<file path="src/rtl/scl_rate_gen.sv">
module scl_rate_gen #(
  parameter int DIV_W = 8,
  parameter int PRE_W = 2
) (
  input  logic             clk,
  input  logic             rst_n,
  input  logic             en,
  input  logic             run,
  input  logic             hold,
  input  logic [DIV_W-1:0] div_val,
  input  logic [PRE_W-1:0] pre_code,
  input  logic             scl_in,
  output logic             scl_drive_low,
  output logic             chg_tick,
  output logic             smp_tick
);

  localparam int MAX_SHIFT = 2 * ((1 << PRE_W) - 1);
  localparam int CNT_W     = DIV_W + MAX_SHIFT + 1;

  typedef enum logic [1:0] {ST_IDLE, ST_LOW, ST_WAIT, ST_HIGH} state_t;

  state_t           state;
  logic [CNT_W-1:0] cnt;
  logic [CNT_W-1:0] half_len;
  logic [CNT_W-1:0] mid_pt;
  logic [CNT_W-1:0] last_pt;
  logic [PRE_W:0]   shamt;

  assign shamt    = {pre_code, 1'b0};
  assign half_len = CNT_W'(8) + (CNT_W'(div_val) << shamt);
  assign mid_pt   = half_len >> 1;
  assign last_pt  = half_len - CNT_W'(1);

  always_ff @(posedge clk or negedge rst_n) begin
    if (!rst_n) begin
      state <= ST_IDLE;
      cnt   <= '0;
    end else if (!en) begin
      state <= ST_IDLE;
      cnt   <= '0;
    end else begin
      case (state)
        ST_IDLE: if (run || hold) begin
          state <= ST_LOW;
          cnt   <= '0;
        end
        ST_LOW: begin
          if (cnt >= last_pt) begin
            if (!hold) begin
              state <= ST_WAIT;
              cnt   <= '0;
            end
          end else begin
            cnt <= cnt + CNT_W'(1);
          end
        end
        ST_WAIT: if (scl_in) begin
          state <= ST_HIGH;
          cnt   <= CNT_W'(1);
        end
        default: begin
          if (cnt >= last_pt) begin
            state <= (run || hold) ? ST_LOW : ST_IDLE;
            cnt   <= '0;
          end else begin
            cnt <= cnt + CNT_W'(1);
          end
        end
      endcase
    end
  end

  assign scl_drive_low = (state == ST_LOW);
  assign chg_tick      = (state == ST_LOW)  && (cnt == mid_pt);
  assign smp_tick      = (state == ST_HIGH) && (cnt == mid_pt);

  logic [CNT_W:0] low_len;
  always_ff @(posedge clk or negedge rst_n) begin
    if (!rst_n)                 low_len <= '0;
    else if (!scl_drive_low)    low_len <= '0;
    else if (~&low_len)         low_len <= low_len + 1'b1;
  end

  AST_OFF_RELEASES: assert property (@(posedge clk) disable iff (!rst_n)
    !en |=> !scl_drive_low);
  AST_HOLD_KEEPS_LOW: assert property (@(posedge clk) disable iff (!rst_n)
    (en && hold && scl_drive_low) |=> scl_drive_low);
  AST_CHG_IN_LOW: assert property (@(posedge clk) disable iff (!rst_n)
    chg_tick |-> scl_drive_low);
  AST_SMP_RELEASED: assert property (@(posedge clk) disable iff (!rst_n)
    smp_tick |-> !scl_drive_low);
  AST_LOW_FULL: assert property (@(posedge clk) disable iff (!rst_n)
    (en && $past(en) && $fell(scl_drive_low)) |-> (low_len >= {1'b0, half_len}));

endmodule

</file>
<file path="config.mk">
export PLATFORM = sky130hd
export DESIGN_NAME = scl_rate_gen
export DESIGN_NICKNAME = d
export VERILOG_FILES = /design/src/rtl/scl_rate_gen.sv
export SDC_FILE = /design/constraint.sdc
export NUM_CORES = 1
export LEC_CHECK = 0
export BUFFER_PORTS_ARGS = -buffer_cell sky130_fd_sc_hd__buf_2
export CORE_MARGIN = 3
export CORE_UTILIZATION = 35
export CTS_BUF_LIST = sky130_fd_sc_hd__clkbuf_8 sky130_fd_sc_hd__clkbuf_16
export DETAILED_ROUTE_END_ITERATION = 10
export GPL_ROUTABILITY_DRIVEN = 1
export PLACE_DENSITY = 0.5
export SYNTH_ARGS = -nofsm -noshare
export SYNTH_HDL_FRONTEND = slang
export SYNTH_SLANG_ARGS = --single-unit
</file>
<file path="constraint.sdc">
create_clock -name clk -period 5.9 [get_ports clk]
set_clock_uncertainty 0.05 [all_clocks]
set_input_delay 0.295 -clock clk [delete_from_list [all_inputs] [get_ports clk]]
set_output_delay 0.295 -clock clk [all_outputs]
set_load 0.005 [all_outputs]
</file>
# ---- Word-level counts from Yosys, hierarchy flattened
# Index checks and enable logic that the tools add are counted.
# W data, S select, Z words.
dict set report word_totals {
  input_bits 16
  latchBits 0
  elab_cells 38
  memories 0
  ramBits 0
  mem_bits_ro 0
  register_bits 17
}
dict set report classes {
  bitwise_logic 0
  shift 1
  n_mul 0
  eq_ne 10
  n_reduce_logical 6
  n_lt_le_gt_ge 1
  div_mod_pow 0
  n_addsub 3
  muxes 15
}
# cell n
set ops {}
lappend ops {{$mux W15} 6}
lappend ops {{$pmux W15 S3} 1}
lappend ops {{$add A15 B1 Y15 const B} 1}
lappend ops {{$add A4 B15 Y15 const A} 1}
lappend ops {{$eq A15 B14 Y1} 1}
lappend ops {{$ge A15 B15 Y1} 1}
lappend ops {{$shl A8 B3 Y15} 1}
lappend ops {{$sub A15 B1 Y15 const B} 1}
lappend ops {{$mux W2} 6}
lappend ops {{$ne A3 B3 Y1 const B} 3}
lappend ops {{$pmux W2 S3} 1}
lappend ops {{$reduce_and A5 Y1} 1}
lappend ops {{$eq A2 B2 Y1 const B} 2}
lappend ops {{$ne A4 B1 Y1 const B} 1}
lappend ops {{$ne A4 B4 Y1 const B} 1}
lappend ops {{$ne A3 B2 Y1 const B} 1}
lappend ops {{$reduce_and A3 Y1} 1}
lappend ops {{$eq A2 B1 Y1 const B} 1}
lappend ops {{$logic_and A1 B1 Y1} 2}
lappend ops {{$logic_not A2 Y1} 1}
lappend ops {{$logic_or A1 B1 Y1} 1}
lappend ops {{$mux W1} 1}

# ---- Longest topological paths before layout
# Gate-level depths: netlist of the first run.
dict set report logic_depth {
  word_depth 7
  mapped_depth 21
  ltp_nobuf 19
}

# ---- Worst setup path before layout of the first run
# No wires, ideal clock.
dict set report synth_path {
  kind {input to register}
  startpoint {input pre_code[1]}
  endpoint {register cnt[12]}
  setup_slack_ps 1513
  setup_ps 78
  required_time_ps 5772
  path_stages 19
  t_arrival_ps 4259
  cell_sequence {buf_6 -> clkbuf_1 -> nand3b_1 -> nand2_1 -> ha_1 -> and4b_1 -> a31oi_1 -> nand2b_1 -> a21boi_0 -> o211ai_1 -> xor2_1 -> ha_1 -> and2_0 -> a221o_1 -> a221oi_2 -> o21a_1 -> o21ai_1 -> or4_1 -> a21oi_1}
}
dict set report synth_via {
  elab_chain_len 7
}
# item line_no
set synth_lines {}
lappend synth_lines {{start, declared} 11} ;# input logic [PRE_W-1:0] pre_code,
lappend synth_lines {{$shl A8 B3 Y15 *} 31} ;# assign half_len = CNT_W'(8) + (CNT_W'(div_val) << shamt);
lappend synth_lines {{$add A4 B15 Y15 *} 31}
lappend synth_lines {{$sub A15 B1 Y15 *} 33} ;# assign last_pt = half_len - CNT_W'(1);
lappend synth_lines {{$ge A15 B15 Y1 *} {49, 63}}
lappend synth_lines {{$mux W15, on equally long branches} {63, 49}}
lappend synth_lines {{$pmux W15 S3} 43} ;# case (state)
lappend synth_lines {{$mux W15} 39} ;# end else if (!en) begin
lappend synth_lines {{end signal, assigned} 55} ;# cnt <= cnt + CNT_W'(1);
lappend synth_lines {{end signal, assigned} 67} ;# cnt <= cnt + CNT_W'(1);
lappend synth_lines {{end, declared} 24} ;# logic [CNT_W-1:0] cnt;
# Mark *: on every way between the ends. The rest lies on a longest branch, timed or not.
# A chain may end at the register's enable or synchronous reset.

# ---- Worst setup path in the final report of the first run
dict set report layout_path {
  startpoint {input pre_code[0]}
  endpoint {register cnt[10]}
}
# Same word-level chain as after synthesis.

==> results of run 1 <==
==> routing by layer <==
| layer | routed length [µm] | global-route usage, % | share of wire (%) | vias to the layer above |
|---|---|---|---|---|
| met5 | 0 | 0 | 0 | - |
| met4 | 8 | 1.67 | 0.14 | 0 |
| met3 | 112 | 2.54 | 1.9 | 2 |
| met2 | 2740 | 26.2 | 47 | 22 |
| met1 | 3020 | 24.3 | 51 | 987 |
| li1 | - | - | - | 1089 |
==> cell families (layout without fill, tap and decap cells) <==
kind of cell	count (synthesis)	count (layout)	synth area share [%]
compound gates	65	65	18.7
xor+xnor	35	35	13.1
fa+ha+maj	23	23	12.3
buf+inv	22	34	3.89
flops	17	17	18.1
mux	16	16	8.00
simple gates	111	111	26.0
==> state kept, by name, indices dropped and copies added, names as in the netlist <==
register and flops:
cnt 15, state 2
==> stage by stage <==
step | instances | utilization (%) | instance area (µm²)
2_1_floorplan | 289 | - | 2350
3_3_place_gp | 373 | 38.7 | 2480
3_5_place_dp | 373 | 38.7 | 2480
4_1_cts | 378 | 39.5 | 2540
5_1_grt | 378 | 39.5 | 2540
6_report | 378 | 39.5 | 2540
==> critical path, cell delays in order <==
cell	delay [ns]
buf_2	0.34
clkinv_1	0.35
nand2_1	0.13
nand2_1	0.08
ha_1	0.23
and4b_1	0.20
a31oi_1	0.53
nand2b_1	0.15
a21boi_0	0.23
o211ai_1	0.14
xor2_1	0.18
ha_1	0.29
and2_0	0.17
a221o_1	0.31
a221oi_2	0.32
o21a_1	0.23
o21ai_1	0.32
or4_1	0.60
a21oi_1	0.16
==> cell type report <==
cell class                 instances  area [µm²]
fill                             660        3880
multi-input combinational        250        1830
sequential                        17         425
timing repair buffer              19         100
tap                               77        96.3
clock buffer                       3        41.3
inverter                          11        41.3
clock inverter                     1        5.00
==> cell usage in the layout (no fill, tap or decap), types with 6 or more instances in the layout <==
master / n
nand3_1: 13
dfrtp_1: 17
mux2i_1: 6
a21oi_1: 12
nand2_1: 27
o21ai_0: 15
nand4_1: 6
ha_1: 23
xor2_1: 13
xnor2_1: 22
mux2_2: 8
buf_2: 18
inv_1: 10
nor2_1: 29
==> synth_stat cells (6+ instances only) <==
cell / number / area share [%]
nand4_1: 6 / 1.6
nor2_1: 29 / 4.6
mux2_2: 8 / 3.8
clkbuf_1: 9 / 1.4
xor2_1: 13 / 4.9
nand2_1: 27 / 4.3
ha_1: 23 / 12
dfrtp_1: 17 / 18
a21oi_1: 12 / 2.6
xnor2_1: 22 / 8.2
mux2i_1: 6 / 2.6
inv_1: 10 / 1.6
o21ai_0: 15 / 3.2
nand3_1: 13 / 2.8
==> how the worst max path moves through the flow <==
| stage | from | endpoint | slack, ns | cells past startpoint |
|---|---|---|---|---|
| 2_1_floorplan | pre_code[1] | cnt[12] | 1.51 | 19 |
| 3_3_place_gp | pre_code[1] | cnt[10] | 0.72 | 19 |
| 3_5_place_dp | pre_code[0] | cnt[10] | 0.54 | 19 |
| 4_1_cts | pre_code[0] | cnt[10] | 0.79 | 19 |
| 5_1_grt | pre_code[0] | cnt[10] | 0.23 | 19 |
| 6_report | pre_code[0] | cnt[10] | 0.81 | 19 |
==> where the power goes <==
group	total, W	internal, W	switching (W)
logic	0.000212	0.0000814	0.000130
registers	0.000140	0.000126	0.0000139
clock network	0.0000895	0.0000469	0.0000425
==> results.cfg, run 1 <==
[synth]
ys_types = 59
yosysSeqAreaShare_pct = 18.1
synth_seq_cells = 17
yosys_most_used_dff = dfrtp_1
synth_area_per_cell_um2 = 8.12
synth_edf_count = 0
ys_warn_count = 0
async_flop_share_pct = 100
netlist_area_mm2 = 0.00235
synth_nets = 328
syn_inst = 289

[die]
coreArea_mm2 = 0.00642
ioPinCount = 19
rows = 29
fp.dieH_um = 87.9
die-area_mm2 = 0.00772
initial_core_util_pct = 36.5
dieWidth_um = 87.9

[timing]
setup_viol = 0
layout_setup_ws_ns = 0.807
finalSetupTns_ns = 0
rsz0062_at_grt = no
period_share_pct = 86.3
fmax_mhz = 196
post-route-min-period_ns = 5.09
worst_pin_slew_ns = 0.879
slew_headroom_pct = 41.0
hold_violations = 0
hold_slack_ns = 0.339
slew_viol_final = 0

[placement]
dpl.hpwl_um = 4610
numPortBuffers = 18
globalplace.congestion = 0.786
post-place-ws_ns = 0.540

[cts]
cts.sinks = 17
cts.path.max_buffers = 2
clk_pin_slew_ns = 0.07
numCtsBuffers = 3
cts_root_buffer = clkbuf_8
clock_latency_ns = 0.26
htree_levels = 1
postCtsSetupBuffers = 0
ctsHoldBuffers = 1
cts_resized = 0
tritoncts = done

[final_layout]
synthToLayoutAreaGrowth_pct = 8.21
final_layout_size_suffix_gt1_share_pct = 13.3
n_antenna_cell = 0
fin_nets = 341

[worst_setup_path]
cp_max_fo = 21
worstSetupStartpointType = primary input
path_class = in -> reg
r2r_cells = 8
end_kind = register
r2r-end = cnt[10]
crit_required_ns = 6.04
rrSetupSlack_ns = 2.81
arrival_ns = 5.23
r2r_start = cnt[8]

[route]
route.detailed.drc = 0
routed_wl_um = 5880
vias = 2100
drt.antenna.violating_nets = 0
firstDrtPassIters = 4
first_iter_violations = 123
wl_per_cell_um = 15.5
viasPerCell = 5.56

[min_path]
hold_depth = 3
hold_path_class = in -> reg
holdPathEnd = state[1]
min_from = en

[grt]
grt_pass1_wl_um = 10100
grt_pass1_vias = 1974
grtUsageTotal_pct = 16.5
grt_max_degree = 24
antenna_found_initial = 0
grt_overflow = 0

[pwr]
p_leak_nw = 1.00
power_per_cell_area_mw_per_mm2 = 174
vdd_drop_max_uv = 147
total_power_w = 0.000441

[run]
cap_violations = 0

[outcome]
status = completed
(Power assumes the default switching activity.)
==> run 2, diff against run 1 <==
--- a/config.mk
+++ b/config.mk
@@ -5,6 +5,7 @@
 export SDC_FILE = /design/constraint.sdc
 export NUM_CORES = 1
 export LEC_CHECK = 0
+export ABC_AREA = 1
 export BUFFER_PORTS_ARGS = -buffer_cell sky130_fd_sc_hd__buf_2
 export CORE_MARGIN = 3
 export CORE_UTILIZATION = 35
==> results.cfg, run 2 <==
[outcome]
status = completed

[route]
wl_per_cell_um = 13.6
met3_length_um = 141
routed_wl_um = 7210
wl_met2_um = 3170
vias = 2623
drt.antenna.violating_nets = 0
route.detailed.drc = 0
wirelength_met1_um = 3850
viasPerCell = 4.95
first_iter_violations = 149
top_layer = met4
firstDrtPassIters = 4

[synth]
synth_area_leaders = dfrtp_1 (16%), nand2_1 (14%), nand3_1 (11%), ha_1 (11%), xor2_1 (6.8%)
synth_seq_cells = 17
netlist_area_mm2 = 0.00270
synth_nets = 458
synth_edf_count = 0
synthTopCellsByCount = nand2_1 (100), nand3_1 (60), inv_1 (48)
yosysSeqAreaShare_pct = 15.8
syn_inst = 419
yosysMostFrequentCell = nand2_1
synth_area_per_cell_um2 = 6.43
synth_top_cell_by_area = dfrtp_1
yosys_most_used_dff = dfrtp_1
ys_warn_count = 0
ys_types = 34
async_flop_share_pct = 100
synth_top_area_share_pct = 15.8

[cts]
postCtsSetupBuffers = 0
clock_latency_ns = 0.26
cts_root_buffer = clkbuf_8
cts_resized = 0
numCtsBuffers = 3
clk_pin_slew_ns = 0.07
cts.path.max_buffers = 2
cts.sinks = 17
htree_levels = 1
tritoncts = done

[worst_setup_path]
max_stage_delay_ns = 0.46
worstSetupStartpointType = primary input
r2r_start = cnt[2]
r2r_cells = 11
end_kind = register
critPathBufInv = 4
cp_max_fo = 16
r2r-end = cnt[13]
crit_required_ns = 5.96
path_class = in -> reg
crit_chain = buf_2 > nand2_1 > nand2_1 > inv_1 > o21ai_0 > ha_1 > inv_1 > nand2_1 > nand2_2 > nor4_4 > nand2_1 > xor2_1 > ha_1 > a21oi_1 > o21ai_0 > a21oi_1 > nand3_1 > nand2_1 > nand3_1 > inv_1 > o21ai_0
slowest_stage = nand3_1
crit_family = simple AND/OR/NAND/NOR gates
rrSetupSlack_ns = 3.13
arrival_ns = 4.38
crit_top_cell = nand2_1

[final_layout]
synthToLayoutAreaGrowth_pct = 6.87
fin_nets = 471
final_layout_size_suffix_gt1_share_pct = 14.6
n_antenna_cell = 0
top_regs = cnt: 15 flops, state: 2 flops
final_common_cell = nand2_1
top_register = cnt
largest_reg_flops = 15
final_cell_mix = nand2_1 (100), nand3_1 (60), inv_1 (49)

[pwr]
power_per_cell_area_mw_per_mm2 = 161
p_leak_nw = 1.39
vdd_drop_max_uv = 196

[grt]
grt_overflow = 0
grt_pass1_wl_um = 12400
antenna_found_initial = 0
grt_pass1_vias = 2533
grtUsageTotal_pct = 17.4
grt_max_degree = 21

[die]
dieWidth_um = 93.8
ioPinCount = 19
coreArea_mm2 = 0.00737
rows = 31
die-area_mm2 = 0.00879
fp.dieH_um = 93.8
initial_core_util_pct = 36.6

[timing]
period_share_pct = 73.3
setup_viol = 0
slew_headroom_pct = 25.6
fmax_mhz = 231
worst_pin_slew_ns = 1.11
finalSetupTns_ns = 0
rsz0062_at_grt = no
hold_slack_ns = 0.413
post-route-min-period_ns = 4.33
slew_viol_final = 0
hold_violations = 0

[placement]
globalplace.congestion = 0.792
dpl.hpwl_um = 5900
numPortBuffers = 18

[min_path]
hold_depth = 5
holdPathEnd = state[0]
hold_path_class = in -> reg
min_from = run

[run]
cap_violations = 0
run 2: worst max-delay path by stage:
stage	from	to	slack [ns]	cells past startpoint
after CTS	pre_code[0]	cnt[13]	1.53	21
after floorplan	pre_code[0]	cnt[0]	2.35	23
after detailed placement	pre_code[0]	cnt[13]	1.27	21
after global placement	pre_code[0]	cnt[0]	1.45	24
final	pre_code[0]	cnt[13]	1.57	21
after global routing	pre_code[0]	cnt[6]	1.08	21
run 2: cells by family (layout without fill, tap and decap cells):
group,after synthesis,in the layout,synth area share [%]
simple gates,257,257,48.3
buf+inv,63,75,10.8
compound gates,35,35,6.64
xor+xnor,24,24,7.80
fa+ha+maj,23,23,10.7
flops,17,17,15.8
run 2: per-stage QoR:
| step | setup slack, ns | area, µm² | util [%] | std cells | total power (W) |
|---|---|---|---|---|---|
| floorplan | 2.35 | 2700 | - | 419 | 0.000321 |
| global placement | 1.45 | 2830 | 38.3 | 525 | 0.000376 |
| detailed placement | 1.27 | 2830 | 38.3 | 525 | 0.000377 |
| CTS | 1.53 | 2880 | 39.1 | 530 | 0.000467 |
| global route | 1.08 | 2880 | 39.1 | 530 | 0.000509 |
| finish | 1.57 | 2880 | 39.1 | 530 | 0.000463 |
run 2: metal layers:
metal | GRT usage [%] | up-vias
met3 | 1.12 | 4
met1 | 26.4 | 1192
met5 | 0 | -
met2 | 27.0 | 38
met4 | 3.13 | 0
li1 | - | 1389
run 2: worst min-delay path, delay by kind of cell:
family / cells / cell delay, ns
and+or+nand+nor: 3 / 0.16
buffers and inverters: 1 / 0.08
AOI/OAI and AO/OA: 1 / 0.15
run 2: timing repair:
item | in CTS | in global routing
endpoints found under the setup margin | 0 | 0
endpoints found under the hold margin | 17 | 0
hold buffers | 1 | 0
run 2: report_power, final:
part / internal [W] / switching [W]
sequential: 0.000127 / 0.0000166
clock: 0.0000462 / 0.0000424
combinational: 0.0000717 / 0.000159
total: 0.000245 / 0.000218
run 2: cell type report:
class                   count  area (µm²)
multi-input cells         339        1980
clock inverters             1        3.75
flip-flops and latches     17         425
fillers                   826        4490
well taps                  99         124
repair buffers             19         100
inverters                  52         206
clock buffers               3        41.3
==> run 3, diff against run 2 <==
--- a/config.mk
+++ b/config.mk
@@ -5,7 +5,7 @@
 export SDC_FILE = /design/constraint.sdc
 export NUM_CORES = 1
 export LEC_CHECK = 0
-export ABC_AREA = 1
+export ABC_AREA = 0
 export BUFFER_PORTS_ARGS = -buffer_cell sky130_fd_sc_hd__buf_2
 export CORE_MARGIN = 3
 export CORE_UTILIZATION = 35
==> constraint.sdc (replaced) <==
create_clock -name clk -period 4.37 [get_ports clk]
set_clock_uncertainty 0.05 [all_clocks]
set_input_delay 0.2185 -clock clk [delete_from_list [all_inputs] [get_ports clk]]
set_output_delay 0.2185 -clock clk [all_outputs]
set_load 0.005 [all_outputs]
==> results.cfg, run 3 (same netlist as run 1, synthesis figures left out) <==
[final_layout]
n_antenna_cell = 0
final_common_cell = nor2_1
regArea_um2 = 425
final_layout_size_suffix_gt1_share_pct = 19.5
synthToLayoutAreaGrowth_pct = 15.7
finish.utilization_pct = 42.3
largest_reg_flops = 15
fin_nets = 363
top_regs = cnt: 15 flops, state: 2 flops
fillers = 652
multi_input_area_mm2 = 0.00184
final_cell_mix = nor2_1 (29), nand2_1 (27), ha_1 (23)
top_register = cnt

[cts]
numCtsBuffers = 3
clock_latency_ns = 0.25
clk_pin_slew_ns = 0.07
cts.path.max_buffers = 2
cts_root_buffer = clkbuf_8
htree_levels = 1
postCtsSetupBuffers = 0
tritoncts = done
cts.sinks = 17

[placement]
numPortBuffers = 18
globalplace.congestion = 0.797
dpl.hpwl_um = 4760

[worst_setup_path]
path_class = in -> reg
end_kind = register
arrival_ns = 4.13
crit_top_cell = buf_4
worstSetupStartpointType = primary input
critPathBufInv = 4
crit_chain = buf_2 > mux2_2 > nand2_1 > nand2_1 > ha_1 > and4b_1 > a31oi_1 > buf_4 > nand2b_1 > a21boi_0 > o211ai_1 > xor2_1 > ha_1 > and2_0 > a221o_1 > a221oi_2 > buf_4 > o21ai_1 > buf_4 > a31oi_1 > a21bo_2 > nor2_1
slowest_stage = mux2_2
crit_family = compound AO/OA/AOI/OAI gates
cp_max_fo = 11
max_stage_delay_ns = 0.34
crit_required_ns = 4.45

[die]
rows = 29
fp.dieH_um = 87.9
die-area_mm2 = 0.00772
ioPinCount = 19
dieWidth_um = 87.9
coreArea_mm2 = 0.00642
initial_core_util_pct = 36.5

[route]
route.detailed.drc = 0
firstDrtPassIters = 4
routed_wl_um = 5910
wl_per_cell_um = 14.8
viasPerCell = 5.47
first_iter_violations = 116
drt.antenna.violating_nets = 0
vias = 2187

[grt]
grt_overflow = 0
grt_max_degree = 18
antenna_found_initial = 0
grt_pass1_wl_um = 10200
grt_pass1_vias = 2064
grtUsageTotal_pct = 16.4

[run]
cap_violations = 0

[timing]
hold_violations = 0
slew_viol_final = 0
slew_headroom_pct = 67.1
post-route-min-period_ns = 4.05
rsz0062_at_grt = no
worst_pin_slew_ns = 0.488
period_share_pct = 92.6
fmax_mhz = 247
setup_viol = 0
hold_slack_ns = 0.256

[pwr]
vdd_drop_max_uv = 244
p_leak_nw = 1.12
power_per_cell_area_mw_per_mm2 = 224

[outcome]
status = completed

[min_path]
hold_path_class = in -> reg
-- run 3: layout make-up --
type	count	area share, %
inverters	11	1.52
clock buffers	3	1.52
repair buffers	41	9.77
multi-input cells	250	67.8
clock inverters	1	0.138
flip-flops and latches	17	15.7
well taps	77	3.55
-- run 3: worst reg2reg max path: cells and delay by family, from the launching register on --
family                     cells  cell delay [ns]
adders and majority gates      1             0.36
AOI/OAI and AO/OA              6             1.34
DFF                            1             0.48
buffers and inverters          2             0.36
and+or+nand+nor                1             0.08
-- run 3: final timing paths --
path / depth (start not counted) / slack [ns] / startpoint / to
worst max-delay path: 22 / 0.32 / pre_code[1] / cnt[4]
worst min-delay path: 3 / 0.26 / en / state[1]
min in group asynchronous: 2 / 0.37 / rst_n / cnt[7]
max in group asynchronous: 2 / 3.61 / rst_n / cnt[4]
worst max register to register: 10 / 1.58 / cnt[8] / cnt[4]
worst min register to register: 2 / 0.53 / state[1] / state[1]
-- run 3: metal layers --
metal / part of all wire (%) / routed length [µm] / GRT usage, % / up-vias
li1: - / - / - / 1127
met1: 52 / 3080 / 24.6 / 1033
met2: 45 / 2660 / 26.2 / 25
met3: 2.6 / 153 / 2.26 / 2
met4: 0.14 / 8 / 0.837 / 0
met5: 0 / 0 / 0 / -
-- run 3: report_power, final --
group,leakage (nW),internal [W],total (W),switching (W)
registers,0.236,0.000170,0.000188,0.0000179
clock network,0.0269,0.0000624,0.000118,0.0000555
logic,0.856,0.000124,0.000301,0.000177
-- run 3: stage by stage --
stage / worst slack [ns] / power (W) / setup TNS [ns] / std cells / instance area (µm²)
after global routing: 0.0322 / 0.000667 / 0 / 400 / 2710
after global placement: 0.0118 / 0.000494 / 0 / 395 / 2650
after detailed placement: -0.0116 / 0.000490 / -0.0116 / 395 / 2650
after CTS: 0.233 / 0.000614 / 0 / 400 / 2700
after floorplan: 0.0593 / 0.000404 / 0 / 289 / 2350
final: 0.323 / 0.000607 / 0 / 400 / 2710
-- run 3: timing repair --
item	4_1_cts	5_1_grt
setup endpoints to repair	0	4
hold buffers	1	0
hold endpoints to repair	17	0
resized for setup	0	2
